<file path="src/rtl/wal_pkg.sv">
package wal_pkg;

    typedef enum logic [2:0] {
        ST_IDLE,
        ST_SETTLE,
        ST_COMPARE,
        ST_SLIP,
        ST_NEXT,
        ST_DONE
    } wal_state_t;

endpackage

</file>
<file path="src/rtl/wal_lane.sv">
module wal_lane #(
    parameter int WORD_W = 6,
    localparam int OFF_W = $clog2(WORD_W)
) (
    input  logic              clk,
    input  logic              rst_n,
    input  logic [WORD_W-1:0] raw,
    input  logic              slip,
    output logic [WORD_W-1:0] aligned,
    output logic [OFF_W-1:0]  offset
);

    localparam logic [OFF_W-1:0] OFF_LAST = OFF_W'(WORD_W - 1);

    logic [WORD_W-1:0]   cur_q;
    logic [WORD_W-1:0]   prev_q;
    logic [OFF_W-1:0]    off_q;
    logic [WORD_W-1:0]   aligned_q;
    logic [2*WORD_W-1:0] window;

    assign window = {cur_q, prev_q};

    always_ff @(posedge clk) begin
        if (!rst_n) begin
            cur_q     <= '0;
            prev_q    <= '0;
            aligned_q <= '0;
        end else begin
            cur_q     <= raw;
            prev_q    <= cur_q;
            aligned_q <= WORD_W'(window >> off_q);
        end
    end

    always_ff @(posedge clk) begin
        if (!rst_n) begin
            off_q <= '0;
        end else if (slip) begin
            off_q <= (off_q == OFF_LAST) ? '0 : off_q + 1'b1;
        end
    end

    assign aligned = aligned_q;
    assign offset  = off_q;

endmodule

</file>
<file path="src/rtl/wal_select.sv">
module wal_select #(
    parameter int NUM_LANES = 8,
    parameter int WORD_W    = 6,
    localparam int LANE_W   = $clog2(NUM_LANES)
) (
    input  logic [NUM_LANES*WORD_W-1:0] aligned_bus,
    input  logic [LANE_W-1:0]           sel,
    input  logic                        slip_req,
    output logic [WORD_W-1:0]           sel_word,
    output logic [NUM_LANES-1:0]        slip_vec
);

    assign sel_word = aligned_bus[sel*WORD_W +: WORD_W];

    for (genvar g = 0; g < NUM_LANES; g++) begin : g_demux
        assign slip_vec[g] = slip_req && (sel == LANE_W'(g));
    end

endmodule

</file>
<file path="src/rtl/wal_sequencer.sv">
module wal_sequencer
    import wal_pkg::*;
#(
    parameter int NUM_LANES  = 8,
    parameter int WORD_W     = 6,
    parameter logic [WORD_W-1:0] TRAIN_WORD = 6'b111000,
    parameter int SETTLE_CYC = 2,
    parameter int MAX_SLIPS  = WORD_W,
    localparam int LANE_W    = $clog2(NUM_LANES),
    localparam int SCNT_W    = $clog2(MAX_SLIPS + 1),
    localparam int WAIT_W    = $clog2(SETTLE_CYC + 1)
) (
    input  logic                 clk,
    input  logic                 rst_n,
    input  logic                 start,
    input  logic                 train_en,
    input  logic [WORD_W-1:0]    sel_word,
    output logic [LANE_W-1:0]    sel,
    output logic                 slip_req,
    output logic [NUM_LANES-1:0] locked,
    output logic [NUM_LANES-1:0] failed,
    output logic                 done
);

    localparam logic [LANE_W-1:0] LANE_LAST   = LANE_W'(NUM_LANES - 1);
    localparam logic [SCNT_W-1:0] SLIP_LIMIT  = SCNT_W'(MAX_SLIPS);
    localparam logic [WAIT_W-1:0] WAIT_RELOAD = WAIT_W'(SETTLE_CYC - 1);

    wal_state_t             st_q, st_n;
    logic [LANE_W-1:0]      lane_q, lane_n;
    logic [SCNT_W-1:0]      scnt_q, scnt_n;
    logic [WAIT_W-1:0]      wcnt_q, wcnt_n;
    logic [NUM_LANES-1:0]   lk_q, lk_n;
    logic [NUM_LANES-1:0]   er_q, er_n;
    logic                   match;

    assign match = (sel_word == TRAIN_WORD);

    // state register
    always_ff @(posedge clk) begin
        if (!rst_n) begin
            st_q   <= ST_IDLE;
            lane_q <= '0;
            scnt_q <= '0;
            wcnt_q <= '0;
            lk_q   <= '0;
            er_q   <= '0;
        end else begin
            st_q   <= st_n;
            lane_q <= lane_n;
            scnt_q <= scnt_n;
            wcnt_q <= wcnt_n;
            lk_q   <= lk_n;
            er_q   <= er_n;
        end
    end

    // transitions
    always_comb begin
        st_n   = st_q;
        lane_n = lane_q;
        scnt_n = scnt_q;
        wcnt_n = wcnt_q;
        lk_n   = lk_q;
        er_n   = er_q;
        unique case (st_q)
            ST_IDLE, ST_DONE: begin
                if (start && train_en) begin
                    st_n   = ST_SETTLE;
                    lane_n = '0;
                    scnt_n = '0;
                    wcnt_n = WAIT_RELOAD;
                    lk_n   = '0;
                    er_n   = '0;
                end
            end
            ST_SETTLE: begin
                if (train_en) begin
                    if (wcnt_q == '0) st_n = ST_COMPARE;
                    else              wcnt_n = wcnt_q - 1'b1;
                end
            end
            ST_COMPARE: begin
                if (train_en) begin
                    if (match) begin
                        lk_n[lane_q] = 1'b1;
                        st_n         = ST_NEXT;
                    end else if (scnt_q == SLIP_LIMIT) begin
                        er_n[lane_q] = 1'b1;
                        st_n         = ST_NEXT;
                    end else begin
                        st_n = ST_SLIP;
                    end
                end
            end
            ST_SLIP: begin
                if (train_en) begin
                    scnt_n = scnt_q + 1'b1;
                    wcnt_n = WAIT_RELOAD;
                    st_n   = ST_SETTLE;
                end
            end
            ST_NEXT: begin
                if (train_en) begin
                    if (lane_q == LANE_LAST) begin
                        st_n = ST_DONE;
                    end else begin
                        lane_n = lane_q + 1'b1;
                        scnt_n = '0;
                        wcnt_n = WAIT_RELOAD;
                        st_n   = ST_SETTLE;
                    end
                end
            end
            default: st_n = ST_IDLE;
        endcase
    end

    // outputs
    always_comb begin
        sel      = lane_q;
        slip_req = (st_q == ST_SLIP) && train_en;
        locked   = lk_q;
        failed   = er_q;
        done     = (st_q == ST_DONE);
    end

endmodule

</file>
<file path="src/rtl/word_align_hub.sv">
module word_align_hub #(
    parameter int NUM_LANES  = 8,
    parameter int WORD_W     = 6,
    parameter logic [WORD_W-1:0] TRAIN_WORD = 6'b111000,
    parameter int SETTLE_CYC = 2,
    parameter int MAX_SLIPS  = WORD_W,
    localparam int BUS_W     = NUM_LANES * WORD_W,
    localparam int LANE_W    = $clog2(NUM_LANES),
    localparam int OFF_W     = $clog2(WORD_W)
) (
    input  logic                 clk,
    input  logic                 rst_n,
    input  logic [BUS_W-1:0]     raw_words,
    input  logic                 start,
    input  logic                 train_en,
    output logic [BUS_W-1:0]     aligned_words,
    output logic [NUM_LANES-1:0] lane_locked,
    output logic [NUM_LANES-1:0] lane_err,
    output logic                 all_done
);

    logic [BUS_W-1:0]           aligned_bus;
    logic [NUM_LANES*OFF_W-1:0] off_all;
    logic [NUM_LANES-1:0]       slip_vec;
    logic [WORD_W-1:0]          sel_word;
    logic [LANE_W-1:0]          sel;
    logic                       slip_req;

    for (genvar g = 0; g < NUM_LANES; g++) begin : g_lane
        wal_lane #(.WORD_W(WORD_W)) u_lane (
            .clk     (clk),
            .rst_n   (rst_n),
            .raw     (raw_words[g*WORD_W +: WORD_W]),
            .slip    (slip_vec[g]),
            .aligned (aligned_bus[g*WORD_W +: WORD_W]),
            .offset  (off_all[g*OFF_W +: OFF_W])
        );
    end

    wal_select #(.NUM_LANES(NUM_LANES), .WORD_W(WORD_W)) u_select (
        .aligned_bus (aligned_bus),
        .sel         (sel),
        .slip_req    (slip_req),
        .sel_word    (sel_word),
        .slip_vec    (slip_vec)
    );

    wal_sequencer #(
        .NUM_LANES  (NUM_LANES),
        .WORD_W     (WORD_W),
        .TRAIN_WORD (TRAIN_WORD),
        .SETTLE_CYC (SETTLE_CYC),
        .MAX_SLIPS  (MAX_SLIPS)
    ) u_seq (
        .clk      (clk),
        .rst_n    (rst_n),
        .start    (start),
        .train_en (train_en),
        .sel_word (sel_word),
        .sel      (sel),
        .slip_req (slip_req),
        .locked   (lane_locked),
        .failed   (lane_err),
        .done     (all_done)
    );

    assign aligned_words = aligned_bus;

endmodule

</file>
<file path="config.mk">
export PLATFORM = sky130hd
export DESIGN_NAME = word_align_hub
export DESIGN_NICKNAME = d
export VERILOG_FILES = /design/src/rtl/wal_pkg.sv /design/src/rtl/wal_lane.sv /design/src/rtl/wal_select.sv /design/src/rtl/wal_sequencer.sv /design/src/rtl/word_align_hub.sv
export SDC_FILE = /design/constraint.sdc
export NUM_CORES = 1
export LEC_CHECK = 0
export BUFFER_PORTS_ARGS = -buffer_cell sky130_fd_sc_hd__buf_2
export CAP_MARGIN = 20
export CORE_ASPECT_RATIO = 1.2
export CORE_MARGIN = 2
export CORE_UTILIZATION = 60
export CTS_BUF_LIST = sky130_fd_sc_hd__clkbuf_8
export DETAILED_ROUTE_END_ITERATION = 6
export GPL_ROUTABILITY_DRIVEN = 1
export GPL_TIMING_DRIVEN = 0
export HOLD_SLACK_MARGIN = 0.1
export PLACE_DENSITY = 0.83
export SLEW_MARGIN = 25
export SYNTH_ARGS = -nofsm -noshare
export SYNTH_HDL_FRONTEND = slang
export SYNTH_SLANG_ARGS = --single-unit
</file>
<file path="constraint.sdc">
create_clock -name clk -period 2.5 [get_ports clk]
set_input_delay 0.375 -clock clk [delete_from_list [all_inputs] [get_ports clk]]
set_output_delay 0.375 -clock clk [all_outputs]
set_load 0.05 [all_outputs]
</file>
==> flow_summary.yaml <==
run_status:
  status: "finished with violations"
  violations: "DRC"
logic_synthesis:
  ys.flop_type: "dfxtp_1"
  synth-seq-area-share_pct: 45.68
  synth_edf_count: 0
  synthesis.area_per_instance_sq_um: 10.55
  synth_area_sq_um: 8546
  ys_warn_count: 0
  ys_seq_elements: 195
  synthCells: 810
  synth_fp_nets: 871
  synth_cell_types: 53
  synthArstFlopShare_pct: 0
finish:
  multi_input_area_sq_um: 4340
  final_area_sq_um: 10190
  fin_nets: 1049
  final_layout_size_suffix_gt1_share_pct: 21.68
  register_area_sq_um: 3905
  area_growth_pct: 19.21
  antenna_cells: 0
  fin_cells: 1172
  fillers: 979
  fin_util_pct: 73.40
placement:
  hpwl_microns: 14620
  port_buffers: 116
  gp_congestion: 0.9485
  dpl.cell_count: 1097
  placed_cell_area_sq_um: 9340
timing:
  max_clock_freq_mhz: 422.6
  period_needed_ns: 2.366
  finalSetupViolations: 0
  rsz0062_at_grt: "false"
  hold_viol: 0
  whs_ns: 0.1182
  maxSlewViolCount: 0
  slew_headroom_pct: 52.00
  tightest_slew_ns: 0.7200
  tns_ns: 0
  fin_skew_ns: 0.01107
  post-route-period-util_pct: 94.65
global_route:
  first_global_vias: 6401
  grt_pass1_wl_microns: 32090
  grt_max_degree: 18
  grt_remaining_overflow: 0
  track_usage_pct: 27.06
  antenna_found_initial: 0
power:
  power_density_nw_per_um2: 571.9
  sw_frac_of_total_pct: 24.80
  p_leak_nw: 3.781
  clkPwrFrac_pct: 35.5
  netSwitchingPower_mw: 1.445
  p_int_mw: 4.381
  power_frac_seq_pct: 56.1
  vdd_drop_max_mv: 0.4010
  p_comb_share_pct: 8.4
worst_setup_path:
  timing.rr.end: "u_seq.failed[4]"
  cp_data_arrival_time_ns: 2.74
  reg2reg_depth: 9
  crit_fanout: 10
  setup.worst_path.class: "reg -> reg"
  worstPathRequired_ns: 2.87
  cp-start-kind: "flop"
  crit_start: "u_seq.sel[2]"
  rr_startpoint: "u_seq.sel[2]"
  endpoint_kind: "flop"
  ff2ff_setup_slack_ns: 0.13
  cp-endpoint: "u_seq.failed[4]"
detailed_routing:
  vias_per_cell: 5.628
  wl_per_cell_microns: 17.04
  firstDrtPassIters: 7
  num_vias: 6596
  drc_errors: 7
  wl_microns: 19970
  drtAntennaViolNets: 0
  drt_iter0_drc: 539
floorplan:
  num_io_pins: 117
  die_w_microns: 112.9
  die-area_sq_um: 15220
  core_area_sq_um: 13880
  start_util_pct: 61.58
  fp.dieH_microns: 134.7
  row_count: 47
cts:
  path_clk_slew_ns: 0.10
  cts_buffer_depth: 2
  clk_latency_ns: 0.48
  cts_buffers: 17
  numClockSinks: 195
  htree_levels: 4
  cts_tree: "yes"
  root_buffer: "clkbuf_8"
flow_run:
  cap_violations: 0
hold_path:
  worst_hold_path_type: "in -> reg"
[worst max-delay path, stage by stage, from the launching register on]
cell	delay [ns]
dfxtp_2	0.39
buf_6	0.15
buf_2	0.23
nand3b_1	0.13
o311ai_0	0.15
a22oi_1	0.21
a2111oi_4	0.35
buf_4	0.21
a31oi_4	0.15
a32o_1	0.30
[worst min path at each step]
stage	slack, ns	depth (start not counted)	to	from
5_1_grt	0.11	2	g_lane[7].u_lane.cur_q[3]	raw_words[45]
2_1_floorplan	0.43	1	g_lane[0].u_lane.prev_q[5]	g_lane[0].u_lane.cur_q[5]
3_5_place_dp	0.43	2	u_seq.locked[6]	u_seq.locked[6]
3_3_place_gp	0.43	2	u_seq.locked[6]	u_seq.locked[6]
6_report	0.12	2	g_lane[0].u_lane.cur_q[1]	raw_words[1]
4_1_cts	0.10	2	g_lane[1].u_lane.cur_q[4]	raw_words[10]
[final cells by class]
type	count	area share, %
Multi-Input combinational cell	536	42.61
Sequential cell	195	38.33
Timing Repair Buffer	159	9.899
Clock buffer	19	2.567
Buffer	66	2.567
Tap cell	171	2.100
Clock inverter	13	1.449
Inverter	13	0.4790
[sequential cells by signal, indices dropped and copies added, names as in the netlist]
signal,cells
g_lane.u_lane.prev_q,48
u_seq.failed,8
u_seq.st_q,3
g_lane.u_lane.aligned,48
u_seq.locked,8
g_lane.u_lane.cur_q,48
u_seq.sel,3
u_seq.scnt_q,3
u_seq.wcnt_q,2
g_lane.u_lane.offset,24
[synthesized netlist by cell type (3+ instances only)]
master,number,share of area [%]
nor2b_1,8,0.59
and3_1,4,0.29
dfxtp_1,195,46
buf_1,11,0.48
a21oi_1,33,1.9
a32o_1,6,0.70
buf_2,3,0.18
nand2b_1,8,0.59
o211ai_1,5,0.44
mux4_2,51,13
clkbuf_1,51,2.2
or3b_1,6,0.61
nand3b_1,3,0.26
or3_1,6,0.44
a211oi_1,3,0.26
nand3_1,16,0.94
inv_1,12,0.53
o21ai_1,4,0.23
and2_1,98,7.2
o21ai_0,16,0.94
nor3_1,3,0.18
nor2_1,86,3.8
ha_1,9,1.3
nor3b_1,4,0.35
nand2_1,47,2.1
mux2i_1,83,9.7
xor2_1,8,0.82
[metrics by stage]
stage          power, mW  worst slack (ns)
2_1_floorplan      3.621            0.2297
3_3_place_gp       3.760            0.1241
3_5_place_dp       3.772           0.07593
4_1_cts            5.842           0.04599
5_1_grt            6.034           0.01309
6_report           5.826            0.1338
[layout by cell type (no fill, tap or decap), drive strengths merged, types with 2 or more instances in the layout]
cell type    count
dfxtp          195
a22oi            2
nor2            86
bufinv           2
xor2             8
nand3           17
dlygate4sd3     42
nor2b            8
or3              6
a41o             2
mux4            51
a211oi           3
a32o             6
nand2b           8
nor3             3
a22o             2
inv             18
a21oi           33
a31oi            3
or3b             6
ha               9
clkbuf          71
nand2           47
o31ai            2
and3             4
mux2i           83
clkinv           6
nand3b           3
nor3b            4
o41ai            2
o21ai           20
buf            131
o211ai           5
and2            98
[cells by family (layout without fill, tap and decap cells)]
group,count (synthesis),in the layout,synth area share [%]
DFF,195,195,45.68
buffers and inverters,79,270,3.602
AOI/OAI and AO/OA,90,90,7.467
adders and majority gates,9,9,1.318
xor gates and xnor gates,9,9,0.9225
and+or+nand+nor,293,293,17.72
muxes,135,135,23.29
[what timing repair did]
action                                 CTS  global route
gates resized for setup                  0             5
setup endpoints to repair                0            19
setup buffers                            0             1
hold buffers                            42             0
endpoints found under the hold margin   42             0
[power by group through the flow]
| stage | registers, mW | logic, mW | clock network [mW] |
|---|---|---|---|
| floorplan | 3.39 | 0.233 | 0 |
| global placement | 3.34 | 0.424 | 0 |
| detailed placement | 3.34 | 0.432 | 0 |
| CTS | 3.27 | 0.485 | 2.09 |
| global route | 3.28 | 0.532 | 2.22 |
| finish | 3.27 | 0.490 | 2.07 |
[metal layers]
| layer | routed length, microns | GRT usage (%) | vias to the layer above |
|---|---|---|---|
| met1 | 8125 | 33.37 | 3132 |
| met3 | 1015 | 4.533 | 45 |
| li1 | - | - | 3187 |
| met4 | 753 | 12.60 | 0 |
| met2 | 10070 | 46.59 | 232 |
| met5 | 0 | 0 | - |
No activity file was read; power rests on OpenSTA's default activity.
